## config.mk

```make
export PLATFORM = sky130hd
export DESIGN_NAME = i2c_mem_target
export DESIGN_NICKNAME = d
export VERILOG_FILES = /design/src/rtl/i2c_mem_pkg.sv /design/src/rtl/i2c_line_filter.sv /design/src/rtl/i2c_bus_sampler.sv /design/src/rtl/i2c_wr_timer.sv /design/src/rtl/i2c_mem_array.sv /design/src/rtl/i2c_mem_target.sv
export SDC_FILE = /design/constraint.sdc
export NUM_CORES = 2
export LEC_CHECK = 0
export ABC_AREA = 0
export BUFFER_PORTS_ARGS = -buffer_cell sky130_fd_sc_hd__clkbuf_2
export CORE_MARGIN = 8
export CORE_UTILIZATION = 40
export CTS_CLUSTER_DIAMETER = 150
export DETAILED_ROUTE_END_ITERATION = 10
export PLACE_DENSITY = 0.59
export SLEW_MARGIN = 20
export SYNTH_ARGS = -nofsm -noshare
export SYNTH_HDL_FRONTEND = slang
export SYNTH_SLANG_ARGS = --single-unit
```

## constraint.sdc

```tcl
create_clock -name clk -period 12.21 [get_ports clk]
set_input_delay 1.8315 -clock clk [delete_from_list [all_inputs] [get_ports clk]]
set_output_delay 1.8315 -clock clk [all_outputs]
set_load 0.005 [all_outputs]
```

## src/rtl/i2c_mem_pkg.sv

```systemverilog
package i2c_mem_pkg;

    localparam int BYTE_W = 8;

    typedef enum logic [2:0] {
        ST_IDLE,
        ST_RX,
        ST_ACK,
        ST_TX,
        ST_MACK,
        ST_SKIP
    } tgt_state_e;

    typedef enum logic [1:0] {
        BY_DEV,
        BY_WADDR,
        BY_WDATA
    } byte_kind_e;

    typedef struct packed {
        logic scl;
        logic sda;
        logic rise;
        logic fall;
        logic start;
        logic stop;
    } bus_ev_t;

    function automatic logic dev_match(input logic [BYTE_W-1:0] b,
                                       input logic [3:0] id);
        return b[7:4] == id;
    endfunction

    function automatic logic is_read_req(input logic [BYTE_W-1:0] b);
        return b[0];
    endfunction

endpackage

```

## src/rtl/i2c_line_filter.sv

```systemverilog
module i2c_line_filter #(
    parameter int SYNC_STAGES = 2,
    parameter int FILT_LEN    = 3
) (
    input  logic clk,
    input  logic rst,
    input  logic raw,
    output logic level
);
    localparam int CW = $clog2(FILT_LEN + 1) + 1;

    logic [SYNC_STAGES-1:0] sync_q;
    logic [CW-1:0]          run_q;

    always_ff @(posedge clk) begin
        if (rst) begin
            sync_q <= '1;
        end else begin
            sync_q <= {sync_q[SYNC_STAGES-2:0], raw};
        end
    end

    // Level follows the synchronized input only after it has differed
    // for FILT_LEN consecutive clocks.
    always_ff @(posedge clk) begin
        if (rst) begin
            level <= 1'b1;
            run_q <= '0;
        end else if (sync_q[SYNC_STAGES-1] == level) begin
            run_q <= '0;
        end else if (run_q == CW'(FILT_LEN - 1)) begin
            level <= sync_q[SYNC_STAGES-1];
            run_q <= '0;
        end else begin
            run_q <= run_q + 1'b1;
        end
    end
endmodule

```

## src/rtl/i2c_bus_sampler.sv

```systemverilog
module i2c_bus_sampler
    import i2c_mem_pkg::*;
#(
    parameter int SYNC_STAGES = 2,
    parameter int FILT_LEN    = 3
) (
    input  logic    clk,
    input  logic    rst,
    input  logic    scl_in,
    input  logic    sda_in,
    output bus_ev_t ev
);
    localparam int NLINES = 2;

    logic [NLINES-1:0] raw_lines;
    logic [NLINES-1:0] clean;
    logic [NLINES-1:0] prev_q;

    assign raw_lines = {scl_in, sda_in};

    for (genvar g = 0; g < NLINES; g++) begin : g_line
        i2c_line_filter #(
            .SYNC_STAGES(SYNC_STAGES),
            .FILT_LEN   (FILT_LEN)
        ) filt_i (
            .clk  (clk),
            .rst  (rst),
            .raw  (raw_lines[g]),
            .level(clean[g])
        );
    end

    always_ff @(posedge clk) begin
        if (rst) begin
            prev_q <= '1;
        end else begin
            prev_q <= clean;
        end
    end

    logic scl_c, sda_c, scl_p, sda_p;
    assign scl_c = clean[1];
    assign sda_c = clean[0];
    assign scl_p = prev_q[1];
    assign sda_p = prev_q[0];

    always_comb begin
        ev.scl   = scl_c;
        ev.sda   = sda_c;
        ev.rise  = scl_c & ~scl_p;
        ev.fall  = ~scl_c & scl_p;
        ev.start = scl_c & scl_p & sda_p & ~sda_c;
        ev.stop  = scl_c & scl_p & ~sda_p & sda_c;
    end
endmodule

```

## src/rtl/i2c_wr_timer.sv

```systemverilog
module i2c_wr_timer #(
    parameter int WR_CYCLES = 250000
) (
    input  logic clk,
    input  logic rst,
    input  logic go,
    output logic busy,
    output logic last
);
    localparam int TW = $clog2(WR_CYCLES + 1);

    logic [TW-1:0] left_q;

    // Deliberately not gated by the system hold: a started cycle completes.
    always_ff @(posedge clk) begin
        if (rst) begin
            left_q <= '0;
        end else if (go && left_q == '0) begin
            left_q <= TW'(WR_CYCLES);
        end else if (left_q != '0) begin
            left_q <= left_q - 1'b1;
        end
    end

    assign busy = left_q != '0;
    assign last = left_q == TW'(1);
endmodule

```

## src/rtl/i2c_mem_array.sv

```systemverilog
module i2c_mem_array #(
    parameter int DEPTH = 256,
    parameter int DW    = 8,
    localparam int AW   = $clog2(DEPTH)
) (
    input  logic          clk,
    input  logic          we,
    input  logic [AW-1:0] waddr,
    input  logic [DW-1:0] wdata,
    input  logic [AW-1:0] raddr,
    output logic [DW-1:0] rdata
);
    logic [DW-1:0] cells [DEPTH];

    always_ff @(posedge clk) begin
        if (we) begin
            cells[waddr] <= wdata;
        end
        rdata <= cells[raddr];
    end
endmodule

```

## src/rtl/i2c_mem_target.sv

```systemverilog
module i2c_mem_target
    import i2c_mem_pkg::*;
#(
    parameter logic [3:0] DEV_ID      = 4'b1010,
    parameter int         DEPTH       = 256,
    parameter int         WR_CYCLES   = 250000,
    parameter int         SYNC_STAGES = 2,
    parameter int         FILT_LEN    = 3
) (
    input  logic clk,
    input  logic rst,
    input  logic sys_hold,
    input  logic wr_lock,
    input  logic scl_in,
    input  logic sda_in,
    output logic sda_pull
);
    localparam int AW = $clog2(DEPTH);

    bus_ev_t              ev;
    tgt_state_e           st_q;
    byte_kind_e           kind_q;
    logic [3:0]           bit_q;
    logic [BYTE_W-1:0]    rx_q;
    logic [BYTE_W-1:0]    tx_q;
    logic                 ack_q;
    logic                 rd_q;
    logic                 mack_q;
    logic                 pend_q;
    logic [AW-1:0]        ptr_q;
    logic [BYTE_W-1:0]    wd_q;
    logic [BYTE_W-1:0]    rd_data;
    logic                 busy;
    logic                 busy_last;
    logic                 mem_we;
    logic                 ack_now;

    i2c_bus_sampler #(
        .SYNC_STAGES(SYNC_STAGES),
        .FILT_LEN   (FILT_LEN)
    ) samp_i (
        .clk   (clk),
        .rst   (rst),
        .scl_in(scl_in),
        .sda_in(sda_in),
        .ev    (ev)
    );

    i2c_wr_timer #(
        .WR_CYCLES(WR_CYCLES)
    ) tmr_i (
        .clk (clk),
        .rst (rst),
        .go  (mem_we),
        .busy(busy),
        .last(busy_last)
    );

    i2c_mem_array #(
        .DEPTH(DEPTH),
        .DW   (BYTE_W)
    ) mem_i (
        .clk  (clk),
        .we   (mem_we),
        .waddr(ptr_q),
        .wdata(wd_q),
        .raddr(ptr_q),
        .rdata(rd_data)
    );

    // A programming cycle begins only at a STOP outside of system hold.
    assign mem_we = ev.stop && pend_q && !sys_hold && !wr_lock && !busy;

    // Acknowledge decision for the byte just received.
    always_comb begin
        unique case (kind_q)
            BY_DEV:   ack_now = dev_match(rx_q, DEV_ID) && !busy;
            BY_WADDR: ack_now = 1'b1;
            BY_WDATA: ack_now = !wr_lock;
            default:  ack_now = 1'b0;
        endcase
    end

    always_ff @(posedge clk) begin
        if (rst) begin
            st_q     <= ST_IDLE;
            kind_q   <= BY_DEV;
            bit_q    <= '0;
            rx_q     <= '0;
            tx_q     <= '0;
            ack_q    <= 1'b0;
            rd_q     <= 1'b0;
            mack_q   <= 1'b0;
            pend_q   <= 1'b0;
            ptr_q    <= '0;
            wd_q     <= '0;
            sda_pull <= 1'b0;
        end else if (sys_hold) begin
            st_q     <= ST_IDLE;
            bit_q    <= '0;
            pend_q   <= 1'b0;
            sda_pull <= 1'b0;
        end else if (ev.stop) begin
            st_q     <= ST_IDLE;
            pend_q   <= 1'b0;
            sda_pull <= 1'b0;
        end else if (ev.start) begin
            st_q     <= ST_RX;
            kind_q   <= BY_DEV;
            bit_q    <= '0;
            pend_q   <= 1'b0;
            sda_pull <= 1'b0;
        end else begin
            unique case (st_q)
                ST_RX: begin
                    if (ev.rise) begin
                        rx_q  <= {rx_q[BYTE_W-2:0], ev.sda};
                        bit_q <= bit_q + 1'b1;
                    end else if (ev.fall && bit_q == 4'd8) begin
                        st_q     <= ST_ACK;
                        bit_q    <= '0;
                        ack_q    <= ack_now;
                        sda_pull <= ack_now;
                        unique case (kind_q)
                            BY_DEV:   rd_q  <= is_read_req(rx_q);
                            BY_WADDR: ptr_q <= rx_q[AW-1:0];
                            BY_WDATA: begin
                                if (!wr_lock) begin
                                    wd_q   <= rx_q;
                                    pend_q <= 1'b1;
                                end
                            end
                            default: ;
                        endcase
                    end
                end
                ST_ACK: begin
                    if (ev.fall) begin
                        sda_pull <= 1'b0;
                        if (!ack_q) begin
                            st_q <= ST_SKIP;
                        end else begin
                            unique case (kind_q)
                                BY_DEV: begin
                                    if (rd_q) begin
                                        st_q     <= ST_TX;
                                        tx_q     <= rd_data;
                                        sda_pull <= ~rd_data[BYTE_W-1];
                                    end else begin
                                        st_q   <= ST_RX;
                                        kind_q <= BY_WADDR;
                                    end
                                end
                                BY_WADDR: begin
                                    st_q   <= ST_RX;
                                    kind_q <= BY_WDATA;
                                end
                                default: st_q <= ST_SKIP;
                            endcase
                        end
                    end
                end
                ST_TX: begin
                    if (ev.rise) begin
                        bit_q <= bit_q + 1'b1;
                    end else if (ev.fall) begin
                        if (bit_q == 4'd8) begin
                            st_q     <= ST_MACK;
                            bit_q    <= '0;
                            sda_pull <= 1'b0;
                            ptr_q    <= ptr_q + 1'b1;
                        end else begin
                            tx_q     <= {tx_q[BYTE_W-2:0], 1'b0};
                            sda_pull <= ~tx_q[BYTE_W-2];
                        end
                    end
                end
                ST_MACK: begin
                    if (ev.rise) begin
                        mack_q <= ~ev.sda;
                    end else if (ev.fall) begin
                        if (mack_q) begin
                            st_q     <= ST_TX;
                            tx_q     <= rd_data;
                            sda_pull <= ~rd_data[BYTE_W-1];
                        end else begin
                            st_q <= ST_SKIP;
                        end
                    end
                end
                default: ;
            endcase
        end
    end
endmodule

```

Word level (Yosys, flattened, before mapping). Memory sizes are Yosys's and may differ from the RTL's. A register that Yosys moved wholly into a read port is not among the register bits. Index checks and enable logic that the tools add are counted.

Bits in registers: 77. RAM bits: 2048. Input port bits: 6. Output and inout port bits: 1. Word-level logic and storage cells: 193. Memories: 1.

Memory list: mem_i.cells (words 256, width 8, rd ports 1, clocked after memory_dff 1, wr ports 1, RTL line i2c_mem_array.sv:13) `logic [DW-1:0] cells [DEPTH];`.

Add/sub/neg operators: 5. Equality and inequality tests: 38. Mux-type cells: 63. Bitwise gates (word level): 20. Reductions and logical operators: 44.

Operator list (count): $mux W7 (10); $mux W8 (6); $mux W18 (2); $mux W3 (10); $ne A2 B2 Y1 const B (14); $ne A3 B3 Y1 const B (9); $reduce_and A9 Y1 (3); $mux W4 (6); $pmux W7 S3 (1); $reduce_and A5 Y1 (4); $logic_not A18 Y1 (1); $reduce_bool A18 Y1 (1); $sub A18 B1 Y18 const B (1); $pmux W8 S2 (1); $mux W1 (15); $reduce_and A14 Y1 (1); $reduce_and A7 Y1 (2); $not A1 Y1 (13); $eq A3 B2 Y1 const B (4); $mux W2 (6); $ne A4 B4 Y1 const B (3); $pmux W3 S4 (1); $reduce_and A10 Y1 (1); $reduce_bool A2 Y1 (5); 27 further kinds (50).

Logic depth before layout (Yosys ltp).
Depth after elaboration: 9. Gate-level depth with buffers: 10. Depth with buffers taken out: 7.

Hierarchy. A second synthesis with hierarchy kept.

Cells, all modules: 4188. Area, all modules: 83558.9 um^2.

By module, submodules not included: i2c_mem_array (instances 1, cells an instance 3733, area each 79556.3 um^2, sequential area each 61659.1 um^2); i2c_mem_target (instances 1, cells an instance 282, area each 2442.3 um^2, sequential area each 900.9 um^2); i2c_wr_timer (instances 1, cells an instance 119, area each 974.7 um^2, sequential area each 360.3 um^2); i2c_line_filter (instances 2, cells an instance 22, area each 242.7 um^2, sequential area each 120.1 um^2); i2c_bus_sampler (instances 1, cells an instance 10, area each 100.1 um^2, sequential area each 40.0 um^2).

Least setup slack after synthesis. Ideal clock, no wire load.

Kind: flip-flop to flip-flop. From: register wd_q[2]. To: memory mem_i.cells[0][2], data pin. Setup time: 856 ps. Arrival time: 3397 ps. Required time: 11354 ps. Path slack: 7957 ps. Stages on the path, launching flop included: 1. Buffers on the path: 0. Period minus slack after synthesis: 4253 ps. Cell sequence: dfxtp_1.

RTL lines: start, declared (RTL line i2c_mem_target.sv:31) `logic [BYTE_W-1:0] wd_q;`; start signal, assigned (RTL line i2c_mem_target.sv:129) `wd_q <= rx_q;`; end, declared (RTL line i2c_mem_array.sv:13).

No word-level cell before the write port.

==> impl_table.tex <==
\begin{tabular}{lr}
\hline
Metric & Value \\
\hline
\multicolumn{2}{l}{\textbf{Synthesis}} \\
Leading area contributor after synthesis & sky130\_fd\_sc\_hd\_\_edfxtp\_1 \\
Total nets after synthesis & 3999 \\
EDFF count, synth & 2048 \\
Post-synthesis sequential element count & 2133 \\
Seq/Total Area, Yosys & 76.9\% \\
Dominant cells by area after synthesis & sky130\_fd\_sc\_hd\_\_edfxtp\_1, sky130\_fd\_sc\_hd\_\_mux4\_2, sky130\_fd\_sc\_hd\_\_a22oi\_1 \\
Cell Area, Synth & 0.0821 mm² \\
Post-synthesis cell type count & 64 \\
Synthesis Warnings & 0 \\
Mean instance size in the synthesized netlist & 20.6 µm² \\
Synthesized instance count & 3981 \\
Post-synthesis async set-or-reset flop share & 0\% \\
Ys flop type & sky130\_fd\_sc\_hd\_\_edfxtp\_1 \\
Area share of the largest cell type after synthesis & 74.9\% \\
\multicolumn{2}{l}{\textbf{Clocking}} \\
CTS tree & yes \\
Buffers from clock root to sink, at most & 3 \\
Number of CTS-inserted buffers & 212 \\
Clock sinks & 2133 \\
Post-CTS setup repair buffer count & 0 \\
Clock transition at path regs & 60 ps \\
Number of levels in the clock H-tree & 4 \\
Clock insertion delay at the later pin of the skew report & 840 ps \\
Number of buffers added to fix hold violations after cts & 0 \\
Resize count post-CTS & 0 \\
Cell at the root of the clock tree & sky130\_fd\_sc\_hd\_\_clkbuf\_16 \\
\multicolumn{2}{l}{\textbf{Timing}} \\
Highest achievable clock rate & 187 MHz \\
Maximum clock skew at final layout & 34.5 ps \\
Final critical-path required period & 5350 ps \\
Final total negative setup slack & 0 ps \\
Number of hold-slack violations in the final timing report & 0 \\
Final worst path period share & 43.8\% \\
Actual slew at the worst max-slew pin & 1180 ps \\
Setup repair after global routing missed its margin & false \\
Worst-case headroom to the max-slew limit & 21.3\% \\
Endpoints failing setup & 0 \\
Final Max Tran Viols & 0 \\
\multicolumn{2}{l}{\textbf{Placement}} \\
Placer congestion estimate & 0.807 \\
Area of placed instances & 0.0854 mm² \\
Dpl hpwl & 114000 µm \\
Buffers on Ports & 6 \\
\multicolumn{2}{l}{\textbf{Floorplan}} \\
Width of the die & 469 µm \\
Core footprint & 0.204 mm² \\
Die Span Y & 469 µm \\
Number of I/O pins & 7 \\
Die Area & 0.220 mm² \\
Count of standard-cell rows & 166 \\
Initial core utilization & 40.2\% \\
\multicolumn{2}{l}{\textbf{Drt}} \\
Initial drt markers & 4290 \\
\# DRC & 0 \\
Number of iterations in the first detailed-routing pass & 5 \\
Detailed-route wire length & 200000 µm \\
Average vias per placed instance & 5.81 \\
Number of nets with antenna violations after detailed routing & 0 \\
Average detailed-routed wire length per instance & 29.0 µm \\
Via count & 40.2k \\
\multicolumn{2}{l}{\textbf{Cells and area}} \\
Share of layout cells above drive strength 1 & 22.9\% \\
Core Util, Final & 45.1\% \\
Final cell area excluding filler cells & 0.0921 mm² \\
Nets & 4052 \\
Layout Area Growth over Synthesis & 12.2\% \\
\multicolumn{2}{l}{\textbf{Setup path}} \\
Req. time, crit path & 12850 ps \\
Startpoint-to-endpoint class of the critical path & flip-flop to flip-flop \\
Worst-path fanout max & 92 \\
Launch point of the critical path & ptr\_q[0]\$\_SDFFE\_PP0P\_ \\
Arrival time at the worst endpoint & 5990 ps \\
Capturing element type of the critical path & flip-flop \\
Crit Reg-Reg Startpoint & ptr\_q[0]\$\_SDFFE\_PP0P\_ \\
Startpoint types & flip-flop \\
\multicolumn{2}{l}{\textbf{GRT}} \\
Residual overflow from global routing & 0 \\
Number of antenna violations at the first check in global routing & 9 \\
Vias in the first global route & 40.8k \\
Maximum number of pins on one net before global-route repair & 143 \\
Total GRT Usage & 18.0\% \\
Global-route wire length before repair & 290000 µm \\
\multicolumn{2}{l}{\textbf{Pwr}} \\
Total power of the final layout & 0.0144 W \\
Max IR drop VDD & 117 µV \\
Leak pwr & 32.2 nW \\
Power Density & 156 mW/mm² \\
\multicolumn{2}{l}{\textbf{Run}} \\
Number of maximum-capacitance constraint violations & 0 \\
\multicolumn{2}{l}{\textbf{Worst hold path}} \\
Hold wc startpoint & samp\_i.g\_line[0].filt\_i.sync\_q[0]\$\_SDFF\_PP1\_ \\
HP Class & flip-flop to flip-flop \\
\multicolumn{2}{l}{\textbf{Run status}} \\
Outcome & finished clean \\
\hline
\end{tabular}
-- where the power goes --
| group | total [W] | switching, W | internal [W] |
|---|---|---|---|
| logic | 0.000177 | 0.000108 | 0.0000694 |
| clock network | 0.00630 | 0.00277 | 0.00353 |
| registers | 0.00794 | 0.0000240 | 0.00791 |
-- final cells by class --
class	instances	area, µm²
fill	17200	112000
multi-input combinational	1581	18000
inverter	14	52.6
sequential	2133	63200
clock buffer	262	5510
timing repair buffer	92	767
clock inverter	135	1160
tap	2688	3360
antenna	5	12.5
-- critical path, cell delays in order (launching register included) --
cell and delay [ps]:
sky130_fd_sc_hd__dfxtp_4 960, sky130_fd_sc_hd__buf_4 850, sky130_fd_sc_hd__buf_12 600, sky130_fd_sc_hd__mux4_2 600
sky130_fd_sc_hd__a22oi_1 400, sky130_fd_sc_hd__a21oi_1 240, sky130_fd_sc_hd__o41ai_1 1040, sky130_fd_sc_hd__nand4_1 170
-- path summary, 6_finish.rpt --
path                            slack (ps)                                            to  cells after the start
worst max register to register        6860                        mem_i.rdata[3]$_DFF_P_                      7
worst min-delay path                   440  samp_i.g_line[0].filt_i.sync_q[1]$_SDFF_PP1_                      1
worst max-delay path                  6860                        mem_i.rdata[3]$_DFF_P_                      7
worst min register to register         440  samp_i.g_line[0].filt_i.sync_q[1]$_SDFF_PP1_                      1
-- kinds of logic (layout without fill, tap and decap cells) --
logic type	count (synthesis)	after routing	share of synthesized area, %
xor+xnor	15	15	0.160
fa+ha+maj	12	12	0.183
simple gates	504	504	2.84
mux	525	525	14.2
buf+inv	267	503	1.35
compound gates	525	525	4.34
other cells	0	5	0
flops	2133	2133	76.9
-- flip-flops by register name, indices dropped and copies added, names as in the netlist --
name	flops
mem_i.cells	2048
tmr_i.left_q	18
mem_i.rdata	8
ptr_q	8
rx_q	8
wd_q	8
tx_q	7
samp_i.g_line.filt_i.run_q	6
bit_q	4
samp_i.g_line.filt_i.sync_q	4
st_q	3
kind_q	2
samp_i.g_line.filt_i.level	2
samp_i.prev_q	2
ack_q	1
mack_q	1
pend_q	1
rd_q	1
sda_pull	1
-- Yosys cell counts, types with 4 or more instances --
cell and count:
sky130_fd_sc_hd__edfxtp_1 2048, sky130_fd_sc_hd__mux4_2 512, sky130_fd_sc_hd__nor2_1 302, sky130_fd_sc_hd__a22oi_1 256
sky130_fd_sc_hd__a21oi_1 169, sky130_fd_sc_hd__clkbuf_1 161, sky130_fd_sc_hd__dfxtp_1 85, sky130_fd_sc_hd__buf_2 73
sky130_fd_sc_hd__nand2_1 49, sky130_fd_sc_hd__nand3_1 39, sky130_fd_sc_hd__o41ai_1 32, sky130_fd_sc_hd__nor2b_1 18
sky130_fd_sc_hd__buf_1 16, sky130_fd_sc_hd__nor3_1 15, sky130_fd_sc_hd__a311oi_1 14, sky130_fd_sc_hd__inv_1 14
sky130_fd_sc_hd__mux2i_1 13, sky130_fd_sc_hd__ha_1 12, sky130_fd_sc_hd__nand2b_1 12, sky130_fd_sc_hd__nand3_2 12
sky130_fd_sc_hd__o21ai_0 12, sky130_fd_sc_hd__nand4_1 11, sky130_fd_sc_hd__or2_2 9, sky130_fd_sc_hd__xor2_1 9
sky130_fd_sc_hd__a211oi_1 8, sky130_fd_sc_hd__xnor2_1 6, sky130_fd_sc_hd__nor3b_1 4, sky130_fd_sc_hd__o211ai_1 4
sky130_fd_sc_hd__o21a_1 4
-- placed cells by master (no fill, tap or decap), types with 5 or more instances in the layout --
master	Yosys	final
sky130_fd_sc_hd__edfxtp_1	2048	2048
sky130_fd_sc_hd__mux4_2	512	512
sky130_fd_sc_hd__nor2_1	302	301
sky130_fd_sc_hd__a22oi_1	256	256
sky130_fd_sc_hd__clkbuf_16	0	212
sky130_fd_sc_hd__a21oi_1	169	169
sky130_fd_sc_hd__dfxtp_1	85	75
sky130_fd_sc_hd__buf_4	1	74
sky130_fd_sc_hd__clkinv_1	0	59
sky130_fd_sc_hd__nand2_1	49	48
sky130_fd_sc_hd__clkbuf_1	161	48
sky130_fd_sc_hd__nand3_1	39	35
sky130_fd_sc_hd__clkinv_2	0	35
sky130_fd_sc_hd__o41ai_2	0	17
sky130_fd_sc_hd__nor2b_1	18	16
sky130_fd_sc_hd__o41ai_1	32	15
sky130_fd_sc_hd__nor3_1	15	15
sky130_fd_sc_hd__bufinv_16	0	15
sky130_fd_sc_hd__inv_1	14	14
sky130_fd_sc_hd__nand3_2	12	14
sky130_fd_sc_hd__a311oi_1	14	14
sky130_fd_sc_hd__mux2i_1	13	13
sky130_fd_sc_hd__o21ai_0	12	12
sky130_fd_sc_hd__ha_1	12	12
sky130_fd_sc_hd__nand4_1	11	11
sky130_fd_sc_hd__nand2b_1	12	10
sky130_fd_sc_hd__dfxtp_4	0	10
sky130_fd_sc_hd__or2_2	9	9
sky130_fd_sc_hd__xor2_1	9	9
sky130_fd_sc_hd__a211oi_1	8	8
sky130_fd_sc_hd__inv_6	0	7
sky130_fd_sc_hd__xnor2_1	6	6
sky130_fd_sc_hd__clkinvlp_4	0	6
sky130_fd_sc_hd__clkbuf_2	1	6
sky130_fd_sc_hd__diode_2	0	5
sky130_fd_sc_hd__buf_6	1	5
-- metal layers --
| layer | vias to the layer above | track usage [%] | wire, µm |
|---|---|---|---|
| li1 | 16800 | - | - |
| met1 | 21400 | 25.8 | 84000 |
| met2 | 1630 | 28.1 | 94400 |
| met3 | 300 | 3.46 | 16200 |
| met4 | 0 | 5.30 | 5420 |
| met5 | - | 0 | 0 |
-- stage by stage --
stage,setup slack [ps],instances,hold slack (ps)
after floorplan,7960,3981,389
after global placement,6490,6501,431
after detailed placement,6800,6506,434
after CTS,6800,6903,449
after global routing,6580,6906,448
final,6860,6910,438
No activity file was read; power rests on OpenSTA's default activity.
